<file path="config.mk">
export PLATFORM = sky130hd
export DESIGN_NAME = xcvr_bidir
export DESIGN_NICKNAME = d
export VERILOG_FILES = /design/src/rtl/xcvr_pkg.sv /design/src/rtl/xcvr_ctrl.sv /design/src/rtl/xcvr_lane.sv /design/src/rtl/xcvr_bidir.sv
export SDC_FILE = /design/constraint.sdc
export NUM_CORES = 1
export LEC_CHECK = 0
export ABC_AREA = 1
export BUFFER_PORTS_ARGS = -buffer_cell sky130_fd_sc_hd__buf_2
export CORE_MARGIN = 5
export CORE_UTILIZATION = 44
export CTS_CLUSTER_SIZE = 28
export DETAILED_ROUTE_END_ITERATION = 16
export HOLD_SLACK_MARGIN = 0.12
export PLACE_DENSITY = 0.81
export SYNTH_ARGS = -nofsm -noshare
export SYNTH_HDL_FRONTEND = slang
export SYNTH_SLANG_ARGS = --single-unit
</file>
<file path="constraint.sdc">
create_clock -name clk -period 1.58 [get_ports clk]
set_input_delay 0.158 -clock clk [delete_from_list [all_inputs] [get_ports clk]]
set_output_delay 0.158 -clock clk [all_outputs]
set_load 0.03 [all_outputs]
</file>
<file path="src/rtl/xcvr_pkg.sv">
package xcvr_pkg;
  // Strobes handed from a direction's control to its lane
  typedef struct packed {
    logic pass;     // output follows the input
    logic load;     // storage takes the input at this edge
    logic drive;    // side is enabled
    logic testSel;  // output taken from the test word
  } strobe_t;
endpackage

</file>
<file path="src/rtl/xcvr_ctrl.sv">
module xcvr_ctrl (
  input  logic              clk,
  input  logic              latchEn,
  input  logic              clkEnN,
  input  logic              dirClk,
  input  logic              oeN,
  input  logic              testMode,
  output xcvr_pkg::strobe_t strb
);
  logic clkPrev;
  logic clkRise;

  // Previous sample of the direction clock; no reset needed, load is gated by rst in the lane
  always_ff @(posedge clk) begin
    clkPrev <= dirClk;
  end

  assign clkRise = dirClk & ~clkPrev;

  always_comb begin
    strb.pass    = latchEn & ~testMode;
    strb.load    = ~testMode & (latchEn | (~clkEnN & clkRise));
    strb.drive   = testMode | ~oeN;
    strb.testSel = testMode;
  end
endmodule

</file>
<file path="src/rtl/xcvr_lane.sv">
module xcvr_lane #(
  parameter int W = 20
) (
  input  logic              clk,
  input  logic              rst,
  input  xcvr_pkg::strobe_t strb,
  input  logic [W-1:0]      din,
  input  logic [W-1:0]      testVal,
  output logic [W-1:0]      dout,
  output logic [W-1:0]      doe
);
  logic [W-1:0] held;

  always_ff @(posedge clk) begin
    if (rst) begin
      held <= '0;
    end else if (strb.load) begin
      held <= din;
    end
  end

  always_comb begin
    if (strb.testSel) begin
      dout = testVal;
    end else if (strb.pass) begin
      dout = din;
    end else begin
      dout = held;
    end
    doe = {W{strb.drive}};
  end
endmodule

</file>
<file path="src/rtl/xcvr_bidir.sv">
module xcvr_bidir #(
  parameter int W = 20
) (
  input  logic         clk,
  input  logic         rst,
  input  logic [W-1:0] aIn,
  input  logic [W-1:0] bIn,
  input  logic         oeAbN,
  input  logic         leAb,
  input  logic         clkEnAbN,
  input  logic         clkAb,
  input  logic         oeBaN,
  input  logic         leBa,
  input  logic         clkEnBaN,
  input  logic         clkBa,
  input  logic         testMode,
  input  logic [W-1:0] testDriveA,
  input  logic [W-1:0] testDriveB,
  output logic [W-1:0] bOut,
  output logic [W-1:0] bOe,
  output logic [W-1:0] aOut,
  output logic [W-1:0] aOe
);
  localparam int NDIR = 2;  // index 0: A to B, index 1: B to A

  logic [NDIR-1:0] leV, clkEnNV, dirClkV, oeNV;
  logic [W-1:0]    dinV   [NDIR];
  logic [W-1:0]    testV  [NDIR];
  logic [W-1:0]    doutV  [NDIR];
  logic [W-1:0]    doeV   [NDIR];

  assign leV     = {leBa, leAb};
  assign clkEnNV = {clkEnBaN, clkEnAbN};
  assign dirClkV = {clkBa, clkAb};
  assign oeNV    = {oeBaN, oeAbN};
  assign dinV[0]  = aIn;
  assign dinV[1]  = bIn;
  assign testV[0] = testDriveB;
  assign testV[1] = testDriveA;

  for (genvar d = 0; d < NDIR; d++) begin : g_dir
    xcvr_pkg::strobe_t strb;

    xcvr_ctrl ctrl_i (
      .clk      (clk),
      .latchEn  (leV[d]),
      .clkEnN   (clkEnNV[d]),
      .dirClk   (dirClkV[d]),
      .oeN      (oeNV[d]),
      .testMode (testMode),
      .strb     (strb)
    );

    xcvr_lane #(.W(W)) lane_i (
      .clk     (clk),
      .rst     (rst),
      .strb    (strb),
      .din     (dinV[d]),
      .testVal (testV[d]),
      .dout    (doutV[d]),
      .doe     (doeV[d])
    );
  end

  assign bOut = doutV[0];
  assign bOe  = doeV[0];
  assign aOut = doutV[1];
  assign aOe  = doeV[1];
endmodule

</file>
==> flow_summary.toml, run 1 <==
[outcome]
status = "completed"

[detailed_routing]
route.met2.wl_mm = 4.11
drtAntennaViolNets = 0
wirelength_mm = 8.09
vias_per_cell = 4.81
vias = 3377
drc = 0
dr.max_layer_used = "met4"
wire_per_inst_um = 11.5
routed-wl-met3_um = 590
met1_length_mm = 3.30
firstDrtPassIters = 5
drtIter0Drc = 104

[power_and_ir_drop]
p_seq_frac = 0.393
leakagePower_nw = 2.02
switching_share = 0.367
comb_power_share = 0.370
power_frac_clock = 0.237
internal_power_mw = 1.88
vdd_drop_max_uv = 604
total_power_mw = 2.97
power_density_nw_per_um2 = 778
switchingPower_mw = 1.09

[sta]
max_freq_ghz = 0.710
period_share = 0.892
worst-slew-pin-transition_ns = 0.412
slew_violations = 0
setup_viol = 0
finClkSkew_ns = 0.00503
finalSetupTns_ns = 0
fin_crit_ns = 1.41
relSlewSlack = 0.726
rsz0062_at_grt = "false"
final_hold_viol_count = 0

[place]
gp_congestion = 0.827
port_buffers = 170
dp.final_hpwl_mm = 5.92

[synth]
synthCells = 492
yosysWarnings = 0
postSynthAreaPerCell_um2 = 5.93
netlist_area_um2 = 2920
yosysUniqueCellTypes = 12
synth_nets = 583
ys_seq_area_frac = 0.288
synth-seq-cells = 42

[layout]
nNetsFinal = 715
n_fill_cell = 616
multi_input_comb_area_um2 = 1430
syn2layout_area_growth_pct = 30.8
layout-drive-gt1-share = 0.306
area.sequential_um2 = 841
antenna_cells = 0

[critical_path]
r2r_cells = 5
worstSetupPathType = "primary input to output pin"
endpoint_kind = "output pin"
crit_required_ns = 1.42
slowest_stage = "dlygate4sd3_1"
worst-endpoint-arrival_ns = 1.25
path_cells = "dlygate4sd3_1 > buf_2 > a21oi_1 > a21oi_1 > buf_2"
r2r_start = "g_dir[1].ctrl_i.clkPrev"
regToRegSetupSlack_ns = 0.45
crit_fanout = 2
crit_path_start_kind = "primary input"
crit-reg2reg-capture = "g_dir[1].lane_i.held[6]"
critPathMaxStageDelay_ns = 0.54

[floorplanning]
core_um2 = 6390
die_area_um2 = 8360
die_h_um = 91.4
rows = 29
io_pins = 171
initial_core_util = 0.457
die_width_um = 91.4

[job]
cap_violations = 0

[clock_network]
clk_path_buf_depth = 2
cts_resized = 0
cts_sinks = 42
cts_tree = "built"
clkTransAtPathRegs_ns = 0.08
clk_latency_ns = 0.29
cts_setup_buffers = 0
ctsRootBufferMaster = "clkbuf_8"
numCtsBuffers = 5
htreeDepth = 2

[global_routing]
antenna_found_initial = 0
grtUsageTotal = 0.184
grt_pass1_vias = 3204
grt_pass1_wl_mm = 13.4
grt_start_max_net_pins = 57
grt_overflow_total = 0

[hold_path]
worst_hold_path_type = "primary input to flip-flop"
min_delay_worst_endpoint = "g_dir[1].lane_i.held[3]"
holdPathStages = 3
hp-start = "bIn[3]"
power by group through the flow:
stage | clock network, mW | registers, mW | logic [mW]
6_report | 0.705 | 1.17 | 1.10
5_1_grt | 0.767 | 1.17 | 1.21
4_1_cts | 0.731 | 1.17 | 1.10
3_5_place_dp | 0 | 1.19 | 1.06
3_3_place_gp | 0 | 1.19 | 1.04
2_1_floorplan | 0 | 1.18 | 0.792
state kept, by name, indices dropped and copies added, names as in the netlist:
signal and count:
g_dir.ctrl_i.clkPrev 2, g_dir.lane_i.held 40
metrics by stage:
stage / utilization / instance area (um2) / setup slack, ns / hold slack [ns] / std cells
final: 0.598 / 3820 / 0.171 / 0.127 / 702
after global routing: 0.598 / 3820 / 0.111 / 0.145 / 702
after CTS: 0.598 / 3820 / 0.178 / 0.124 / 702
after detailed placement: 0.552 / 3520 / 0.208 / 0.276 / 674
after global placement: 0.552 / 3520 / 0.278 / 0.274 / 674
after floorplan: - / 2920 / 0.175 / 0.186 / 492
kinds of logic (layout without fill, tap and decap cells):
family / after synthesis / after routing / share of synthesized area
AO/OA/AOI/OAI: 120 / 120 / 0.206
buffers and inverters: 123 / 256 / 0.221
flip-flops: 42 / 42 / 0.288
AND/OR/NAND/NOR: 207 / 207 / 0.285
cell usage after synthesis:
cell type  count  area, um2
buf_4         40        300
nor2_1       101        379
inv_2          1       3.75
inv_1         44        165
o21ai_0       40        200
dfxtp_1       42        841
nand2_1       64        240
buf_2         25        125
clkbuf_1      13       48.8
nand3b_1       1       7.51
nand3_1       41        205
a21oi_1       80        400
critical path, delay by kind of cell:
kind,cells,cell delay [ns]
buffers and inverters,3,0.85
AO/OA/AOI/OAI,2,0.24
layout make-up:
type / instances / area share
Clock buffer: 7 / 0.0226
Multi-Input combinational cell: 327 / 0.375
Tap cell: 77 / 0.0252
Clock inverter: 1 / 0.00131
Timing Repair Buffer: 203 / 0.311
Sequential cell: 42 / 0.220
Inverter: 45 / 0.0443
layer usage:
| layer | vias up | global-route usage |
|---|---|---|
| li1 | 1783 | - |
| met1 | 1475 | 0.185 |
| met2 | 107 | 0.363 |
| met3 | 12 | 0.0488 |
| met4 | 0 | 0.0538 |
| met5 | - | 0 |
worst max-delay path by stage:
| stage | slack, ns | depth (start not counted) | to | from |
|---|---|---|---|---|
| 2_1_floorplan | 0.18 | 4 | bOut[0] | leAb |
| 3_3_place_gp | 0.28 | 6 | bOut[14] | testMode |
| 3_5_place_dp | 0.21 | 8 | g_dir[1].lane_i.held[6] | testMode |
| 4_1_cts | 0.18 | 5 | aOut[15] | bIn[15] |
| 5_1_grt | 0.11 | 5 | aOut[18] | bIn[18] |
| 6_report | 0.17 | 5 | aOut[18] | bIn[18] |
layout by cell type (no fill, tap or decap):
cell and count:
clkbuf_1 1, clkbuf_8 6, nand3b_1 1, nand3_1 41, inv_1 44, nand2_1 64, dfxtp_1 42, clkinv_2 1
inv_2 1, buf_12 3, a21oi_1 80, dlygate4sd3_1 20, buf_2 170, o21ai_0 40, nor2_1 101, buf_4 10
timing repair:
item                                   CTS  global route
hold buffers                            20             0
endpoints found under the hold margin   20             0
setup endpoints to repair                0             0
Power figures use the tool's default switching activity.
==> run 2: changes to the inputs <==
Settings changed: CORE_UTILIZATION 44 to 46, PLACE_DENSITY 0.81 to 0.82, SYNTH_HIERARCHICAL from default to 1.
==> run 2 against run 1 <==
  * Clock power is 0.7% higher
  * Sequential cell count unchanged
  * Highest routed layer unchanged
  * Non-clock buffer count fell by 15
==> flow_summary.toml, run 2 <==
[outcome]
status = "completed"

[sta]
whs_ns = 0.126
finClkSkew_ns = 0.00309
rsz0062_at_grt = "false"
period_share = 0.910
final_hold_viol_count = 0
setup_viol = 0
slew_violations = 0
finalSetupTns_ns = 0
max_freq_ghz = 0.696
relSlewSlack = 0.546
worst-slew-pin-transition_ns = 0.681
fin_crit_ns = 1.44

[detailed_routing]
wire_per_inst_um = 11.0
drc = 0
wirelength_mm = 8.17
vias_per_cell = 4.60
firstDrtPassIters = 5
drtIter0Drc = 131
vias = 3411
drtAntennaViolNets = 0

[clock_network]
cts_setup_buffers = 0
clk_latency_ns = 0.29
clkTransAtPathRegs_ns = 0.08
htreeDepth = 2
ctsRootBufferMaster = "clkbuf_8"
numCtsBuffers = 5
clk_path_buf_depth = 2
cts_sinks = 42
cts_tree = "built"

[synth]
synth-seq-cells = 42
yosys.area.top_type = "nand2_1"
yosysWarnings = 6
ys_seq_area_frac = 0.267
async_reset_ff_frac = 0
synth_commonest_cells = "248 x nand2_1, 88 x inv_1, 50 x buf_4"
yosysUniqueCellTypes = 12
synth_edf_count = 0
synth_ff_type = "dfxtp_1"
postSynthAreaPerCell_um2 = 5.88
yosysMostFrequentCell = "nand2_1"
synth_nets = 627
synthCells = 536
synth.area.top_cells = "nand2_1 30%, dfxtp_1 27%, buf_4 12%, inv_1 10%, a21oi_2 6.7%"
synth_top_area_frac = 0.295
netlist_area_um2 = 3150

[critical_path]
worst-endpoint-arrival_ns = 1.28
r2r_start = "g_dir[1].ctrl_i/clkPrev"
crit-reg2reg-capture = "g_dir[1].lane_i/held[13]"
worstSetupPathType = "primary input to output pin"
critPathMaxStageDelay_ns = 0.51
path_cells = "buf_2 > inv_1 > nand3_1 > nand2_1 > buf_2"
path_common_cell = "buf_2"
crit_path_start_kind = "primary input"
slowest_stage = "inv_1"
regToRegSetupSlack_ns = 0.44
r2r_cells = 6
crit_fanout = 20
endpoint_kind = "output pin"
crit_required_ns = 1.42

[layout]
multi_input_comb_area_um2 = 1440
final_common_cell = "nand2_1"
layout-drive-gt1-share = 0.329
top_regs = "g_dir.lane_i/held (40), g_dir.ctrl_i/clkPrev (2)"
nNetsFinal = 752
largest_register_ffs = 40
regMostFlops = "g_dir.lane_i/held"
area.sequential_um2 = 841
n_fill_cell = 684
antenna_cells = 0
final_cell_mix = "248 x nand2_1, 170 x buf_2, 88 x inv_1"
syn2layout_area_growth_pct = 21.7

[floorplanning]
die_h_um = 92.8
io_pins = 171
die_width_um = 92.8
die_area_um2 = 8610
initial_core_util = 0.469
rows = 30
core_um2 = 6720

[power_and_ir_drop]
vdd_drop_max_uv = 356
power_density_nw_per_um2 = 751
leakagePower_nw = 2.23
total_power_mw = 2.88

[global_routing]
grt_pass1_vias = 3075
grt_pass1_wl_mm = 13.0
grtUsageTotal = 0.181
antenna_found_initial = 0
grt_start_max_net_pins = 41
grt_overflow_total = 0

[hold_path]
holdPathStages = 3
min_delay_worst_endpoint = "g_dir[1].lane_i/held[3]"
hp-start = "bIn[3]"
worst_hold_path_type = "primary input to flip-flop"

[place]
dp.final_hpwl_mm = 6.24
gp_congestion = 0.829
port_buffers = 170

[job]
cap_violations = 0
## run 2: cell types whose count changed in the layout (fill, tap and decap cells not counted), sizes merged
cell         previous run  this run
nand3b                  1         0
nand3                  41        40
dlygate4sd3            20         7
buf                   183       181
nor2                  101         4
a21oi                  80        40
o21ai                  40         0
nand2                  64       248
inv                    45        92
## run 2: layout make-up
type / instances / area share
multi-input cells: 332 / 0.376
inverters: 92 / 0.0906
clock inverters: 1 / 0.00130
flip-flops and latches: 42 / 0.219
clock buffers: 7 / 0.0225
repair buffers: 188 / 0.265
well taps: 80 / 0.0261
## run 2: layer usage
metal  vias up  GRT usage  part of all wire
li1       1779          -                 -
met1      1480      0.222              0.42
met2       143      0.319              0.48
met3         9     0.0341             0.082
met4         0     0.0574             0.012
met5         -          0                 0
## run 2: worst max-delay path by stage
stage | start | end
5_1_grt | testMode | aOut[15]
6_report | testMode | aOut[15]
4_1_cts | testMode | aOut[13]
3_5_place_dp | testMode | aOut[13]
3_3_place_gp | testMode | aOut[8]
2_1_floorplan | testMode | aOut[0]
## run 2: worst max-delay path: cells and delay by family
| family | cells | cell delay (ns) |
|---|---|---|
| buffers and inverters | 3 | 0.85 |
| and+or+nand+nor | 2 | 0.26 |
## run 2: cells by family (layout without fill, tap and decap cells)
kind of cell | Yosys count | after routing | synth area share
AO/OA/AOI/OAI | 40 | 40 | 0.0921
flip-flops | 42 | 42 | 0.267
AND/OR/NAND/NOR | 292 | 292 | 0.365
buffers and inverters | 162 | 288 | 0.276
## run 2: timing repair
action | 4_1_cts | 5_1_grt
gates resized for setup | 0 | 2
endpoints found under the setup margin | 0 | 9
hold buffers | 2 | 5
endpoints found under the hold margin | 2 | 5
## run 2: power breakdown
part | internal [mW] | leakage (nW) | switching [mW]
registers | 1.12 | 0.345 | 0.0281
logic | 0.342 | 1.84 | 0.687
clock network | 0.353 | 0.0482 | 0.358
total | 1.81 | 2.23 | 1.07
## run 2: per-stage QoR
step	std cells	cell area, um2	setup WS [ns]	util
detailed placement	727	3670	0.106	0.547
global route	742	3840	0.00853	0.571
finish	742	3840	0.142	0.571
global placement	727	3670	0.150	0.547
floorplan	536	3150	0.577	-
CTS	737	3780	0.0951	0.563
